**config.mk**
```make
export PLATFORM = sky130hd
export DESIGN_NAME = iq_wakeup_sb
export DESIGN_NICKNAME = d
export VERILOG_FILES = /design/src/rtl/iq_wsb_pkg.sv /design/src/rtl/iq_wsb_scoreboard.sv /design/src/rtl/iq_wsb_entry.sv /design/src/rtl/iq_wsb_alloc.sv /design/src/rtl/iq_wakeup_sb.sv
export SDC_FILE = /design/constraint.sdc
export NUM_CORES = 1
export LEC_CHECK = 0
export BUFFER_PORTS_ARGS = -buffer_cell sky130_fd_sc_hd__buf_2
export CORE_UTILIZATION = 44
export DETAILED_ROUTE_END_ITERATION = 10
export SYNTH_ARGS = -nofsm -noshare
export SYNTH_HDL_FRONTEND = slang
export SYNTH_SLANG_ARGS = --single-unit
```
**constraint.sdc**
```tcl
create_clock -name clk_i -period 9.2 [get_ports clk_i]
set_input_delay 0.46 -clock clk_i [delete_from_list [all_inputs] [get_ports clk_i]]
set_output_delay 0.46 -clock clk_i [all_outputs]
set_load 0.05 [all_outputs]
```
**src/rtl/iq_wsb_pkg.sv**
```systemverilog
package iq_wsb_pkg;
  typedef enum logic [1:0] {
    CLS_INT = 2'd0,
    CLS_FP  = 2'd1,
    CLS_BR  = 2'd2,
    CLS_BAD = 2'd3
  } iq_cls_e;
endpackage

```
**src/rtl/iq_wsb_scoreboard.sv**
```systemverilog
module iq_wsb_scoreboard #(
  parameter int NPR   = 32,
  parameter int TAG_W = 6
) (
  input  logic             clk_i,
  input  logic             rst_ni,
  input  logic             set_vld_i,
  input  logic [TAG_W-1:0] set_tag_i,
  input  logic             clr_vld_i,
  input  logic [TAG_W-1:0] clr_tag_i,
  output logic [NPR-1:0]   bits_o
);
  for (genvar r = 0; r < NPR; r++) begin : g_bit
    always_ff @(posedge clk_i or negedge rst_ni) begin
      if (!rst_ni)                                    bits_o[r] <= 1'b0;
      else if (clr_vld_i && clr_tag_i == TAG_W'(r))   bits_o[r] <= 1'b0; // new producer wins
      else if (set_vld_i && set_tag_i == TAG_W'(r))   bits_o[r] <= 1'b1;
    end
  end
endmodule

```
**src/rtl/iq_wsb_entry.sv**
```systemverilog
module iq_wsb_entry
  import iq_wsb_pkg::*;
#(
  parameter int TAG_W = 6
) (
  input  logic                  clk_i,
  input  logic                  rst_ni,
  input  logic                  load_i,
  input  iq_cls_e               cls_i,
  input  logic [1:0][TAG_W-1:0] tag_i,
  input  logic [1:0]            rdy_i,
  input  logic                  wake_vld_i,
  input  logic [TAG_W-1:0]      wake_tag_i,
  input  logic                  free_i,
  output logic                  valid_o,
  output iq_cls_e               cls_o,
  output logic [1:0][TAG_W-1:0] tag_o,
  output logic [1:0]            rdy_o
);
  always_ff @(posedge clk_i or negedge rst_ni) begin
    if (!rst_ni) begin
      valid_o <= 1'b0;
      cls_o   <= CLS_INT;
      tag_o   <= '0;
      rdy_o   <= '0;
    end else if (load_i) begin
      valid_o <= 1'b1;
      cls_o   <= cls_i;
      tag_o   <= tag_i;
      rdy_o   <= rdy_i;
    end else begin
      if (free_i) valid_o <= 1'b0;
      for (int k = 0; k < 2; k++)
        if (valid_o && wake_vld_i && tag_o[k] == wake_tag_i) rdy_o[k] <= 1'b1;
    end
  end
endmodule

```
**src/rtl/iq_wsb_alloc.sv**
```systemverilog
module iq_wsb_alloc #(
  parameter int ENTRIES = 8,
  localparam int IDX_W  = $clog2(ENTRIES)
) (
  input  logic [ENTRIES-1:0] busy_i,
  output logic               found_o,
  output logic [IDX_W-1:0]   idx_o
);
  always_comb begin
    found_o = 1'b0;
    idx_o   = '0;
    for (int i = ENTRIES - 1; i >= 0; i--) begin
      if (!busy_i[i]) begin
        found_o = 1'b1;
        idx_o   = IDX_W'(i);
      end
    end
  end
endmodule

```
**src/rtl/iq_wakeup_sb.sv**
```systemverilog
module iq_wakeup_sb
  import iq_wsb_pkg::*;
#(
  parameter int NUM_INT_REGS = 16,
  parameter int NUM_FP_REGS  = 16,
  parameter int ENTRIES      = 8,
  parameter int TAG_W        = 6,
  localparam int NPR         = NUM_INT_REGS + NUM_FP_REGS,
  localparam int SB_W        = $clog2(NPR),
  localparam int IDX_W       = $clog2(ENTRIES),
  localparam int CNT_W       = $clog2(ENTRIES + 1)
) (
  input  logic               clk_i,
  input  logic               rst_ni,
  input  logic               ins_valid_i,
  input  logic [1:0]         ins_cls_i,
  input  logic [TAG_W-1:0]   ins_dst_i,
  input  logic [1:0]         ins_src_use_i,
  input  logic [1:0]         ins_src_rdy_i,
  input  logic [TAG_W-1:0]   ins_src0_i,
  input  logic [TAG_W-1:0]   ins_src1_i,
  input  logic               cmp_valid_i,
  input  logic [TAG_W-1:0]   cmp_tag_i,
  input  logic               iss_valid_i,
  input  logic [IDX_W-1:0]   iss_idx_i,
  output logic [CNT_W-1:0]   free_cnt_o,
  output logic               full_o,
  output logic [ENTRIES-1:0] rdy_int_o,
  output logic [ENTRIES-1:0] rdy_fp_o,
  output logic [ENTRIES-1:0] rdy_br_o,
  output logic               ovf_o,
  output logic               bad_cls_o,
  output logic               chain_err_o
);
  localparam logic [TAG_W:0] NPR_T = (TAG_W + 1)'(NPR);

  logic [NPR-1:0]              sb_bits;
  logic [ENTRIES-1:0]          ent_vld;
  iq_cls_e                     ent_cls [ENTRIES];
  logic [1:0][TAG_W-1:0]       ent_tag [ENTRIES];
  logic [1:0]                  ent_rdy [ENTRIES];
  logic                        slot_found;
  logic [IDX_W-1:0]            slot_idx;
  logic                        wake_ok, ins_acc, chain_hit;
  logic [1:0][TAG_W-1:0]       src_tag;
  logic [1:0]                  src_init;
  logic [CNT_W-1:0]            used_cnt;

  assign src_tag = {ins_src1_i, ins_src0_i};
  assign wake_ok = cmp_valid_i && ({1'b0, cmp_tag_i} < NPR_T);
  assign ins_acc = ins_valid_i && !full_o && (ins_cls_i != CLS_BAD);

  // readiness at insert: flagged, unused, scoreboard hit or same-cycle completion
  always_comb begin
    for (int k = 0; k < 2; k++) begin
      src_init[k] = !ins_src_use_i[k] || ins_src_rdy_i[k]
                  || (wake_ok && cmp_tag_i == src_tag[k]);
      if ({1'b0, src_tag[k]} < NPR_T && sb_bits[src_tag[k][SB_W-1:0]])
        src_init[k] = 1'b1;
    end
  end

  iq_wsb_scoreboard #(.NPR(NPR), .TAG_W(TAG_W)) u_sb (
    .clk_i     (clk_i),
    .rst_ni    (rst_ni),
    .set_vld_i (wake_ok),
    .set_tag_i (cmp_tag_i),
    .clr_vld_i (ins_acc),
    .clr_tag_i (ins_dst_i),
    .bits_o    (sb_bits)
  );

  iq_wsb_alloc #(.ENTRIES(ENTRIES)) u_alloc (
    .busy_i  (ent_vld),
    .found_o (slot_found),
    .idx_o   (slot_idx)
  );

  for (genvar j = 0; j < ENTRIES; j++) begin : g_ent
    logic all_rdy;
    iq_wsb_entry #(.TAG_W(TAG_W)) u_ent (
      .clk_i      (clk_i),
      .rst_ni     (rst_ni),
      .load_i     (ins_acc && slot_found && slot_idx == IDX_W'(j)),
      .cls_i      (iq_cls_e'(ins_cls_i)),
      .tag_i      (src_tag),
      .rdy_i      (src_init),
      .wake_vld_i (wake_ok),
      .wake_tag_i (cmp_tag_i),
      .free_i     (iss_valid_i && iss_idx_i == IDX_W'(j)),
      .valid_o    (ent_vld[j]),
      .cls_o      (ent_cls[j]),
      .tag_o      (ent_tag[j]),
      .rdy_o      (ent_rdy[j])
    );
    assign all_rdy      = ent_vld[j] && (&ent_rdy[j]);
    assign rdy_int_o[j] = all_rdy && ent_cls[j] == CLS_INT;
    assign rdy_fp_o[j]  = all_rdy && ent_cls[j] == CLS_FP;
    assign rdy_br_o[j]  = all_rdy && ent_cls[j] == CLS_BR;
  end

  always_comb begin
    used_cnt  = '0;
    chain_hit = 1'b0;
    for (int j = 0; j < ENTRIES; j++) begin
      used_cnt = used_cnt + CNT_W'(ent_vld[j]);
      for (int k = 0; k < 2; k++)
        if (ent_vld[j] && !ent_rdy[j][k] && ent_tag[j][k] == ins_dst_i)
          chain_hit = 1'b1;
    end
    if (wake_ok && cmp_tag_i == ins_dst_i) chain_hit = 1'b0;
  end

  assign free_cnt_o = CNT_W'(ENTRIES) - used_cnt;
  assign full_o     = (used_cnt == CNT_W'(ENTRIES));

  always_ff @(posedge clk_i or negedge rst_ni) begin
    if (!rst_ni) begin
      ovf_o       <= 1'b0;
      bad_cls_o   <= 1'b0;
      chain_err_o <= 1'b0;
    end else begin
      if (ins_valid_i && full_o)                      ovf_o       <= 1'b1;
      if (ins_valid_i && ins_cls_i == CLS_BAD)        bad_cls_o   <= 1'b1;
      if (ins_acc && chain_hit)                       chain_err_o <= 1'b1;
    end
  end
endmodule

```
=== Word-level counts from Yosys, hierarchy flattened ===
Index checks and enable logic that the tools add are counted.

* $add $sub $neg: 8
* Muxes and demuxes: 143
* Reductions and logical operators: 279
* $lt $le $gt $ge: 5
* Equality and inequality tests: 130

{| class="wikitable"
|+ Operator list
! operator !! count
|-
| 6-bit equality test || 35
|-
| 6-bit by 5-bit equality test with 1-bit output, second input constant || 32
|-
| 1-bit logical AND || 180
|-
| 1-bit two-way mux || 125
|-
| 2-bit nonzero test || 56
|-
| 6-bit by 4-bit equality test with 1-bit output, second input constant || 16
|-
| 6-bit by 3-bit equality test with 1-bit output, second input constant || 8
|-
| 3-bit equality test, second input constant || 8
|-
| 6-bit by 2-bit equality test with 1-bit output, second input constant || 4
|-
| 3-bit two-way mux || 8
|-
| 1-bit zero test || 19
|-
| 2-bit equality test, second input constant || 9
|-
| 6-bit less-than comparator, second input constant || 3
|-
| 4-bit by 1-bit adder with 4-bit output || 4
|-
| 2-bit by 1-bit equality test with 1-bit output, second input constant || 8
|-
| 2-bit zero test || 8
|-
| 2-bit two-way mux || 8
|-
| 2-bit AND reduction || 8
|-
| 3-bit by 2-bit equality test with 1-bit output, second input constant || 4
|-
| 6-bit by 1-bit equality test with 1-bit output, second input constant || 2
|-
| 6-bit zero test || 2
|-
| 5-bit by 6-bit less-than comparator with 1-bit output, second input constant || 2
|-
| 1-bit binary-select mux with 5-bit select || 2
|-
| 3-bit by 1-bit equality test with 1-bit output, second input constant || 2
|-
| other kinds (8) || 12
|}

* Output and inout port bits: 32
* Bits in registers: 171
* Bits of input ports: 38
* Logic and storage cells: 648

=== Logic depth before layout (Yosys ltp) ===
* Depth after elaboration: 21
* Depth in mapped cells: 16
* Depth with buffers taken out: 15

=== Cells and area by module ===
A second synthesis with hierarchy kept.

* Cells, all modules: 899
* Area total of the unflattened synthesis: 10,645.2 µm²

{| class="wikitable"
|+ By module, submodules not included
! module !! instances !! seq. area each (µm²) !! cells an instance !! area an instance (µm²)
|-
| iq_wsb_entry || 8 || 425.4 || 54 || 814.5
|-
| iq_wakeup_sb || 1 || 75.1 || 317 || 2,622.5
|-
| iq_wsb_scoreboard || 1 || 800.8 || 134 || 1,427.6
|-
| iq_wsb_alloc || 1 || 0.0 || 16 || 78.8
|}

=== Least setup slack after synthesis ===
No wires, ideal clock.

* Path kind: register to register
* Start: reg g_ent[1].u_ent.valid_o
* End: reg g_ent[7].u_ent.tag_o[10] (netlist bit)
* Buffers on the path: 1
* Required time: 9,075 ps
* Path slack: 4,716 ps
* Data arrival time: 4,359 ps
* Period minus slack after synthesis: 4,484 ps
* Cell stages (with the launch flop): 16
* Setup time: 125 ps
* Cells stage by stage: dfrtp_1 -> fa_1 -> inv_1 -> fa_1 -> fa_1 -> inv_1 -> ha_1 -> fa_1 -> inv_1 -> ha_1 -> nand2_1 -> o211ai_4 -> or3_4 -> nor3_4 -> buf_6 -> mux2_4

* Word-level cells in the longest chain between the ends: 13
* Elaborated cells on any way between the ends: 18
* Those cells by class: add/sub (7); eq/ne (2); mux (4); reduce/logical (5)

{| class="wikitable"
|+ RTL lines
! element !! line !! text
|-
| from (decl) || iq_wsb_entry.sv:15 || <nowiki>output logic valid_o,</nowiki>
|-
| from (signal assigned) || iq_wsb_entry.sv:22 || <nowiki>valid_o <= 1'b0;</nowiki>
|-
| from (signal assigned) || iq_wsb_entry.sv:27 || <nowiki>valid_o <= 1'b1;</nowiki>
|-
| from (signal assigned) || iq_wsb_entry.sv:32 || <nowiki>if (free_i) valid_o <= 1'b0;</nowiki>
|-
| 1-bit by 1-bit adder with 2-bit output || iq_wakeup_sb.sv:106 || <nowiki>used_cnt = used_cnt + CNT_W'(ent_vld[j]);</nowiki>
|-
| 2-bit by 1-bit adder with 3-bit output || iq_wakeup_sb.sv:106 ||
|-
| 3-bit by 1-bit adder with 4-bit output || iq_wakeup_sb.sv:106 ||
|-
| 4-bit by 1-bit adder with 4-bit output (4 in a row) || iq_wakeup_sb.sv:106 ||
|-
| 4-bit equality test || iq_wakeup_sb.sv:115 || <nowiki>assign full_o = (used_cnt == CNT_W'(ENTRIES));</nowiki>
|-
| 1-bit zero test || iq_wakeup_sb.sv:51 || <nowiki>assign ins_acc = ins_valid_i && !full_o && (ins_cls_i != CLS_BAD);</nowiki>
|-
| 1-bit logical AND (2 in a row) || iq_wakeup_sb.sv:51 ||
|-
| 1-bit logical AND || iq_wakeup_sb.sv:84 || <nowiki>.load_i (ins_acc && slot_found && slot_idx == IDX_W'(j)),</nowiki>
|-
| 1-bit logical AND (*) || iq_wakeup_sb.sv:84 ||
|-
| to (signal assigned) || iq_wsb_entry.sv:29 || <nowiki>tag_o <= tag_i;</nowiki>
|-
| to (decl) || iq_wsb_entry.sv:17 || <nowiki>output logic [1:0][TAG_W-1:0] tag_o,</nowiki>
|}

Mark *: on every way between the ends. The rest lies on a longest branch, timed or not.
A chain may end at the register's enable or synchronous reset.

=== Worst setup path in the final report ===
* Start: reg g_ent[0].u_ent.valid_o
* End: reg g_ent[7].u_ent.tag_o[5] (netlist bit)

* Word-level cells in the longest chain between the ends: 13
* Elaborated cells on any way between the ends: 16
* Those cells by class: add/sub (7); eq/ne (2); mux (2); reduce/logical (5)

{| class="wikitable"
|+ RTL lines
! element !! line
|-
| from (decl) || iq_wsb_entry.sv:15
|-
| from (signal assigned) || iq_wsb_entry.sv:22
|-
| from (signal assigned) || iq_wsb_entry.sv:27
|-
| from (signal assigned) || iq_wsb_entry.sv:32
|-
| 1-bit by 1-bit adder with 2-bit output || iq_wakeup_sb.sv:106
|-
| 2-bit by 1-bit adder with 3-bit output || iq_wakeup_sb.sv:106
|-
| 3-bit by 1-bit adder with 4-bit output || iq_wakeup_sb.sv:106
|-
| 4-bit by 1-bit adder with 4-bit output (4 in a row) || iq_wakeup_sb.sv:106
|-
| 4-bit equality test || iq_wakeup_sb.sv:115
|-
| 1-bit zero test || iq_wakeup_sb.sv:51
|-
| 1-bit logical AND (2 in a row) || iq_wakeup_sb.sv:51
|-
| 1-bit logical AND || iq_wakeup_sb.sv:84
|-
| 1-bit logical AND (*) || iq_wakeup_sb.sv:84
|}

Marked as above.

==> results.txt <==
Power share of the combinational group: 45.3%
Design area: 11300 sq um
DRT Pass-1 Iters: 5
Clock Power Share: 20.2%
Skew final: 13.7 ps
Cell count of the worst reg-to-reg path: 14
Setup violators final: 0
Setup Fix Bufs, Post-CTS: 0
CTS tree: done
Top FF cell, synth: dfrtp_1
Clk Latency, worst-skew pair: 440 ps
Async S/R FF share, synth: 100%
Switch share: 44.3%
Mapped cell area: 10200 sq um
Die height: 154 um
Post-DP HPWL: 18600 um
Worst reg2reg setup slack: 4160 ps
Worst vdd ir: 334 uV
P_sw: 1.69 mW
Post-CTS Hold Buffers: 0
Core ar.: 22700 sq um
Initial Util: 44.9%
Final Hold Vio Count: 0
Number of distinct library cells after synthesis: 55
RSZ-0062 raised after global routing: false
Critical Path Fanout Max: 19
Relative slew slack: 8.71%
Average cell area after synthesis: 10.6 sq um
Gr usage total: 26.4%
Post-Syn Instances: 963
Post-layout min period: 5040 ps
Most common cell on crit path: fa_1
Placed cell area: 10600 sq um
Ys Warns: 0
Total global routing overflow: 0
Sequential fraction of design power: 34.5%
DRT iter0 DRCs: 548
Final WL: 30300 um
Die Wd: 154 um
CTS Buf Count: 17
Antenna cells: 0
Dpl cells: 1253
Cell Count, Final, Fillers Out: 1285
CTS root buf: clkbuf_16
WP buf/inv: 3
Share of cells above drive strength 1: 23.2%
Global-route wire length before repair: 46400 um
Worst EP arrival: 5360 ps
Worst path depth: 14
GPL Wtd Cong: 0.877
# IOs: 70
Post-cts resize count: 0
Yosys reg bits: 171
Clk sinks: 171
Outcome: finished clean
I/O Buffers: 69
Seq/Total Area, Yosys: 41.9%
Post-synth EDFFs: 0
FMAX: 198 MHz
Critical-path cell list: fa_1 > inv_1 > fa_1 > fa_1 > inv_1 > ha_1 > fa_1 > inv_1 > ha_1 > nand2_1 > o211ai_4 > or3_4 > nor3_4 > mux2_2
Vias in the first global route: 7505
Startpoint types: flop
Top cell type's share of synthesized area: 41.9%
Endpoint class of the critical path: flop
Cell family with most CP delay: adder cells
Hold WC Path Type: input port to asynchronous set/reset pin
Critical Path RT: 9520 ps
Via count: 7628
Pint: 2.13 mW
Syn Nets: 1009
Area Overhead vs Synth: 10.4%
Reg clk slew, reported paths: 70 ps
Max cap viols: 0
Static leakage: 4.88 nW
Area contributors post-synth: dfrtp_1, xor2_1, mux2_2
Antenna violations before repair: 0
Reg-to-Reg Start: g_ent[0].u_ent.valid_o
Cell Rows: 55
Clock buffer depth: 2
Slowest stage cell, crit path: nor3_4
DRC viols: 0
Slowest stage delay, CP: 740 ps
Layout Nets: 1033
Largest area contributor in the netlist: dfrtp_1
Slew Limit Fails: 0
Crit path launch: g_ent[0].u_ent.valid_o
Crit path kind: flop to flop
Power per Cell Area: 340 nW/um^2
Part of the cycle the worst path needs: 54.8%
Setup TNS: 0 ps
H-tree depth: 4
Wire per inst: 23.6 um
Worst-Margin Slew: 1360 ps
Die ar.: 23800 sq um
Largest net degree at the start of global routing: 98
Antenna Nets Post-Route: 0
DR vias/cell: 5.94
Util after Layout: 49.6%
final cells by class:
| type | count | area, sq um |
|---|---|---|
| Clock inverter | 15 | 199 |
| Timing Repair Buffer | 78 | 419 |
| Fill cell | 2071 | 11400 |
| Multi-Input combinational cell | 707 | 5540 |
| Tap cell | 285 | 357 |
| Sequential cell | 171 | 4280 |
| Inverter | 12 | 45.0 |
| Clock buffer | 17 | 425 |
cell usage in the layout (no fill, tap or decap), drive strengths merged, types with 15 or more instances in the layout:
cell type  synthesis  routed
inv               12      22
nor3b             21      21
mux2i             18      18
dfrtp            171     171
clkbuf            30      17
nand3             24      24
mux2              98      98
nor2              15      15
nand2             64      64
xnor2             78      78
xor2             120     120
buf               43      78
nor3              47      47
nor4              30      30
a21oi             80      80
metrics by stage:
stage / setup slack [ps] / hold WS, ps / power [mW]
global route: 3940 / 205 / 4.05
finish: 4160 / 113 / 3.83
detailed placement: 4150 / 454 / 3.06
floorplan: 4720 / 164 / 2.64
global placement: 4250 / 437 / 3.02
CTS: 4140 / 180 / 3.84
logic make-up after synthesis:
kind of cell	count (synthesis)	synth area share, %
buffers and inverters	85	3.85
adder cells (fa/ha/maj)	8	1.28
flip-flops	171	41.9
AO/OA/AOI/OAI	115	6.67
XOR/XNOR	198	17.0
AND/OR/NAND/NOR	260	14.3
multiplexers	126	15.0
routing by layer:
| metal | up-vias | part of all wire [%] | global-route usage, % | routed length (um) |
|---|---|---|---|---|
| li1 | 3421 | - | - | - |
| met1 | 3854 | 46 | 36.8 | 13900 |
| met2 | 301 | 47 | 42.6 | 14100 |
| met3 | 52 | 5.1 | 3.56 | 1540 |
| met4 | 0 | 2.3 | 8.44 | 710 |
| met5 | - | 0 | 0 | 0 |
cell usage after synthesis (all sizes together) (4+ instances only):
library cell / count
a21o: 7
a21oi: 80
a41oi: 4
buf: 43
clkbuf: 30
dfrtp: 171
fa: 4
ha: 4
inv: 12
mux2: 98
mux2i: 18
mux4: 10
nand2: 64
nand2b: 9
nand3: 24
nand3b: 13
nand4: 13
nor2: 15
nor2b: 4
nor3: 47
nor3b: 21
nor4: 30
o21ai: 10
or4: 11
xnor2: 78
xor2: 120
final timing paths:
check | endpoint
worst min-delay path | bad_cls_o
worst min register to register | bad_cls_o
max in group asynchronous | u_sb.bits_o[22]
worst max-delay path | g_ent[7].u_ent.tag_o[5]
worst max register to register | g_ent[7].u_ent.tag_o[5]
min in group clk_i | ovf_o
power by group through the flow:
stage / logic (mW) / registers [mW] / clock network, mW
floorplan: 1.38 / 1.26 / 0
global placement: 1.70 / 1.32 / 0
detailed placement: 1.73 / 1.33 / 0
CTS: 1.74 / 1.32 / 0.783
global route: 1.87 / 1.36 / 0.818
finish: 1.73 / 1.32 / 0.774
registers in the layout (all words and copies together) (netlist names):
name                 count
g_ent.u_ent.valid_o      8
g_ent.u_ent.cls_o       16
g_ent.u_ent.rdy_o       16
chain_err_o              1
ovf_o                    1
g_ent.u_ent.tag_o       96
bad_cls_o                1
u_sb.bits_o             32
worst reg2reg max path, cell delays in order, from the launching register on:
cell and delay, ps:
dfrtp_1 500, fa_1 570, inv_1 50, fa_1 460, fa_1 490, inv_1 40, ha_1 200, fa_1 570
inv_1 60, ha_1 200, nand2_1 160, o211ai_4 110, or3_4 380, nor3_4 740, mux2_2 420
Power figures use the tool's default switching activity.
